[config.mk]
export PLATFORM = sky130hd
export DESIGN_NAME = scl_clock_gen
export DESIGN_NICKNAME = d
export VERILOG_FILES = /design/src/rtl/scl_clock_gen.sv
export SDC_FILE = /design/constraint.sdc
export NUM_CORES = 1
export LEC_CHECK = 0
export BUFFER_PORTS_ARGS = -buffer_cell sky130_fd_sc_hd__buf_2
export CORE_MARGIN = 2
export CORE_UTILIZATION = 41
export DETAILED_ROUTE_END_ITERATION = 12
export GPL_ROUTABILITY_DRIVEN = 1
export PLACE_DENSITY = 0.6
export SLEW_MARGIN = 20
export SYNTH_ARGS = -nofsm -noshare
export SYNTH_HDL_FRONTEND = slang
export SYNTH_SLANG_ARGS = --single-unit
[constraint.sdc]
create_clock -name clk -period 2.85 [get_ports clk]
set_clock_uncertainty 0.05 [all_clocks]
set_input_delay 0.1425 -clock clk [delete_from_list [all_inputs] [get_ports clk]]
set_output_delay 0.1425 -clock clk [all_outputs]
set_load 0.01 [all_outputs]
[src/rtl/scl_clock_gen.sv]
module scl_clock_gen #(
  parameter int W = 16
) (
  input  logic         clk,
  input  logic         rst_n,
  input  logic         run,
  input  logic         sync_en,
  input  logic [W-1:0] high_cnt,
  input  logic [W-1:0] low_cnt,
  input  logic         scl_in,
  output logic         scl_drive_low,
  output logic         rise_pulse,
  output logic         fall_pulse
);
  typedef enum logic [1:0] {S_IDLE, S_WAIT, S_HIGH, S_LOW} st_t;

  localparam logic [W-1:0] ONE = {{(W-1){1'b0}}, 1'b1};

  st_t          st;
  logic [W-1:0] cnt;
  logic         scl_q;
  logic         hi_phase;
  logic [W-1:0] hi_last, lo_last;

  assign hi_last    = (high_cnt == '0) ? '0 : high_cnt - ONE;
  assign lo_last    = (low_cnt  == '0) ? '0 : low_cnt  - ONE;
  assign rise_pulse = scl_in & ~scl_q;
  assign fall_pulse = ~scl_in & scl_q;
  assign hi_phase   = (st == S_HIGH);

  always_ff @(posedge clk or negedge rst_n) begin
    if (!rst_n) begin
      st            <= S_IDLE;
      cnt           <= '0;
      scl_drive_low <= 1'b0;
      scl_q         <= 1'b1;
    end else begin
      scl_q <= scl_in;
      if (!run) begin
        st            <= S_IDLE;
        cnt           <= '0;
        scl_drive_low <= 1'b0;
      end else begin
        case (st)
          S_IDLE: begin
            cnt <= '0;
            st  <= scl_in ? S_HIGH : S_WAIT;
          end
          S_WAIT: begin
            if (rise_pulse) begin
              st  <= S_HIGH;
              cnt <= '0;
            end
          end
          S_HIGH: begin
            if ((sync_en && fall_pulse) || cnt == hi_last) begin
              st            <= S_LOW;
              cnt           <= '0;
              scl_drive_low <= 1'b1;
            end else begin
              cnt <= cnt + ONE;
            end
          end
          S_LOW: begin
            if (cnt == lo_last) begin
              st            <= S_WAIT;
              cnt           <= '0;
              scl_drive_low <= 1'b0;
            end else begin
              cnt <= cnt + ONE;
            end
          end
        endcase
      end
    end
  end
endmodule


==> flow_summary.yaml <==
synthesis:
  synth-compound-area-share: 0.2445
  syn_inst: 410
  async_flop_share: 1.000
  synth-edff-count: 0
  synth_top_family_by_area: "simple AND/OR/NAND/NOR gates"
  synth-seq-cells: 20
  synth.area.mux_share: 0.03041
  ys_types: 71
  synth_ff_type: "dfrtp_1"
  synth_area_um2: 2963
  synth_xor_area_frac: 0.08277
  yosysMostFrequentCell: "nand2_1"
  synthSimpleGateAreaFrac: 0.3577
  synthAdderAreaFrac: 0.02956
  synth_area_per_cell_um2: 7.226
  ys_top_cells_by_area: "dfrtp_1, nand2_1, xnor2_1"
  synth_common_cells: "nand2_1, nor2_1, o21ai_0"
  yosysWarnings: 0
  synth-seq-area-share: 0.1693
  syn_nets: 454
  synth.top_cell.area_share: 0.1605
  yosys.area.top_type: "dfrtp_1"
global_route:
  grtUsageMet2: 0.4023
  grt_use_met1: 0.3403
  busiest_layer: "met2"
  grt_first_pass_wirelength_mm: 15.27
  grt_max_degree: 21
  grt_pass1_vias: 3277
  track_usage: 0.2438
  antenna_found_initial: 0
  grt.overflow.total: 0
  grt_use_met3: 0.03139
drt:
  remaining_drc_errors: 0
  ant_nets: 0
  drt_iter0_markers: 227
  vias: 3558
  vias_per_cell: 5.814
  avgRoutedWirePerCell_um: 15.79
  wirelength_mm: 9.663
  firstDrtPassIters: 5
floorplanning:
  ios: 40
  rows: 30
  core_um2: 6907
  initial_core_util: 0.4290
  die_h_um: 89.01
  die_area_um2: 7923
  die_w_um: 89.01
min_path:
  worst_hold_path.num_cells: 3
  hold_path.class: "in -> reg"
  hold_end: "st[1]"
  worstHoldStart: "run"
finish:
  syn2layout_area_growth_pct: 35.98
  finalInstanceArea_um2: 4029
  diodes: 0
  layout-drive-gt1-share: 0.3256
  final_cells: 612
  fillerInstances: 675
  nets: 561
clock_tree:
  clock_latency_ns: 0.26
  clock_sinks: 20
  cts_max_level: 1
  path_clk_slew_ns: 0.08
  cts_tree: "built"
  numCtsBuffers: 3
  cts_root_buffer: "clkbuf_8"
  clockBufferDepth: 2
worst_setup_path:
  cp.required_ns: 2.95
  end_kind: "flop"
  rr_worst_depth: 11
  rrSetupSlack_ns: -0.02
  crit_fanout: 15
  cp-startpoint: "high_cnt[1]"
  worst_r2r_startpoint: "cnt[11]"
  critical_path_class: "in -> reg"
  r2r-end: "cnt[3]"
  cp.arrival_ns: 3.09
  cp-start-kind: "primary input"
place:
  io_buffers: 39
  dpl_cell_area_um2: 3826
  post-place-cells: 602
  dpl.hpwl_mm: 7.380
  place.gp.congestion: 0.9130
sta:
  timing.hold.ws_ns: 0.09300
  worstMarginPinSlew_ns: 0.5246
  relSlewSlack: 0.6466
  finalHoldViolations: 0
  max_freq_ghz: 0.3347
  report.final.slew_viol_count: 0
  finalSetupViolations: 19
  rsz0062_at_grt: "true"
  final.setup.worst_slack_ns: -0.1376
  fin_crit_sh: 1.048
  post-route-min-period_ns: 2.988
power:
  power_density_nw_per_um2: 302.7
  total_leakage_power_nw: 1.666
  ir_drop_v: 0.0002331
outcome:
  status: "complete, but fails checks"
  violations: "setup timing"
job:
  cap_viol_max_count: 0
==> cell families after synthesis <==
logic type / after synthesis
adder cells (fa/ha/maj): 7
multiplexers: 9
flip-flops: 20
XOR/XNOR: 28
AND/OR/NAND/NOR: 196
buffers and inverters: 51
AO/OA/AOI/OAI: 99
==> power breakdown <==
part	internal, mW	switching, mW	leakage, nW
clock	0.123	0.0992	0.0288
sequential	0.307	0.0201	0.274
combinational	0.323	0.347	1.36
total	0.753	0.466	1.67
==> routing by layer <==
| layer | part of all wire | wire length [um] |
|---|---|---|
| met5 | 0 | 0 |
| met1 | 0.44 | 4277 |
| met2 | 0.48 | 4596 |
| met4 | 0.015 | 141 |
| met3 | 0.067 | 646 |
==> flip-flops by register name (all words and copies together), names as in the netlist <==
register / flops
st: 2
scl_q: 1
scl_drive_low: 1
cnt: 16
==> critical path, stage by stage <==
cell and delay [ns]:
buf_12 0.11, inv_12 0.04, ha_4 0.11, or3b_4 0.37
or4b_4 0.56, or3_4 0.36, o211ai_2 0.14, nand3b_1 0.13
nor4b_4 0.34, a31oi_4 0.15, buf_4 0.17, o21ai_4 0.14
buf_12 0.17, buf_6 0.10, o21ai_1 0.06
==> how the worst max path moves through the flow <==
stage	to	depth (start not counted)	slack [ns]
finish	cnt[3]	15	-0.14
global route	cnt[3]	15	-0.24
CTS	cnt[11]	13	-0.08
detailed placement	st[1]	13	-0.51
global placement	st[1]	13	-0.46
floorplan	cnt[11]	13	-0.24
==> placed cells by master (no fill, tap or decap), types with 8 or more instances in the layout <==
cell / netlist / layout
and3_1: 11 / 11
xor2_1: 12 / 12
dfrtp_1: 19 / 19
buf_2: 3 / 37
mux2i_1: 9 / 9
a21oi_1: 8 / 8
o211ai_1: 11 / 11
or3_1: 13 / 13
o21ai_0: 25 / 19
nor4_1: 10 / 9
nand3_1: 14 / 14
buf_4: 1 / 87
inv_1: 20 / 18
xnor2_1: 16 / 16
nor2_1: 26 / 25
o21ai_1: 4 / 9
nand2_1: 49 / 49
nor3_1: 22 / 22
==> area by class of cell <==
type	instances	area [um2]	area share
well taps	96	120.1	0.02981
flip-flops and latches	20	501.7	0.1245
multi-input cells	339	2273	0.5643
repair buffers	133	983.4	0.2441
inverters	20	95.09	0.02360
clock buffers	4	55.05	0.01366
==> through the flow <==
step | setup slack [ns] | util | total power, mW | TNS (ns)
global route | -0.2361 | 0.5833 | 1.288 | -3.735
finish | -0.1376 | 0.5833 | 1.220 | -1.699
global placement | -0.4626 | 0.5540 | 0.8845 | -6.929
floorplan | -0.2370 | - | 0.6635 | -3.911
CTS | -0.08208 | 0.5774 | 1.200 | -0.6259
detailed placement | -0.5138 | 0.5540 | 0.8943 | -7.586
==> what timing repair did <==
action	4_1_cts	5_1_grt
endpoints found under the setup margin	17	19
buffers inserted	0	3
gates cloned	1	0
resized for setup	16	9
hold buffers	2	0
hold endpoints to repair	20	0
pin swaps	0	7
Power figures use the tool's default switching activity.
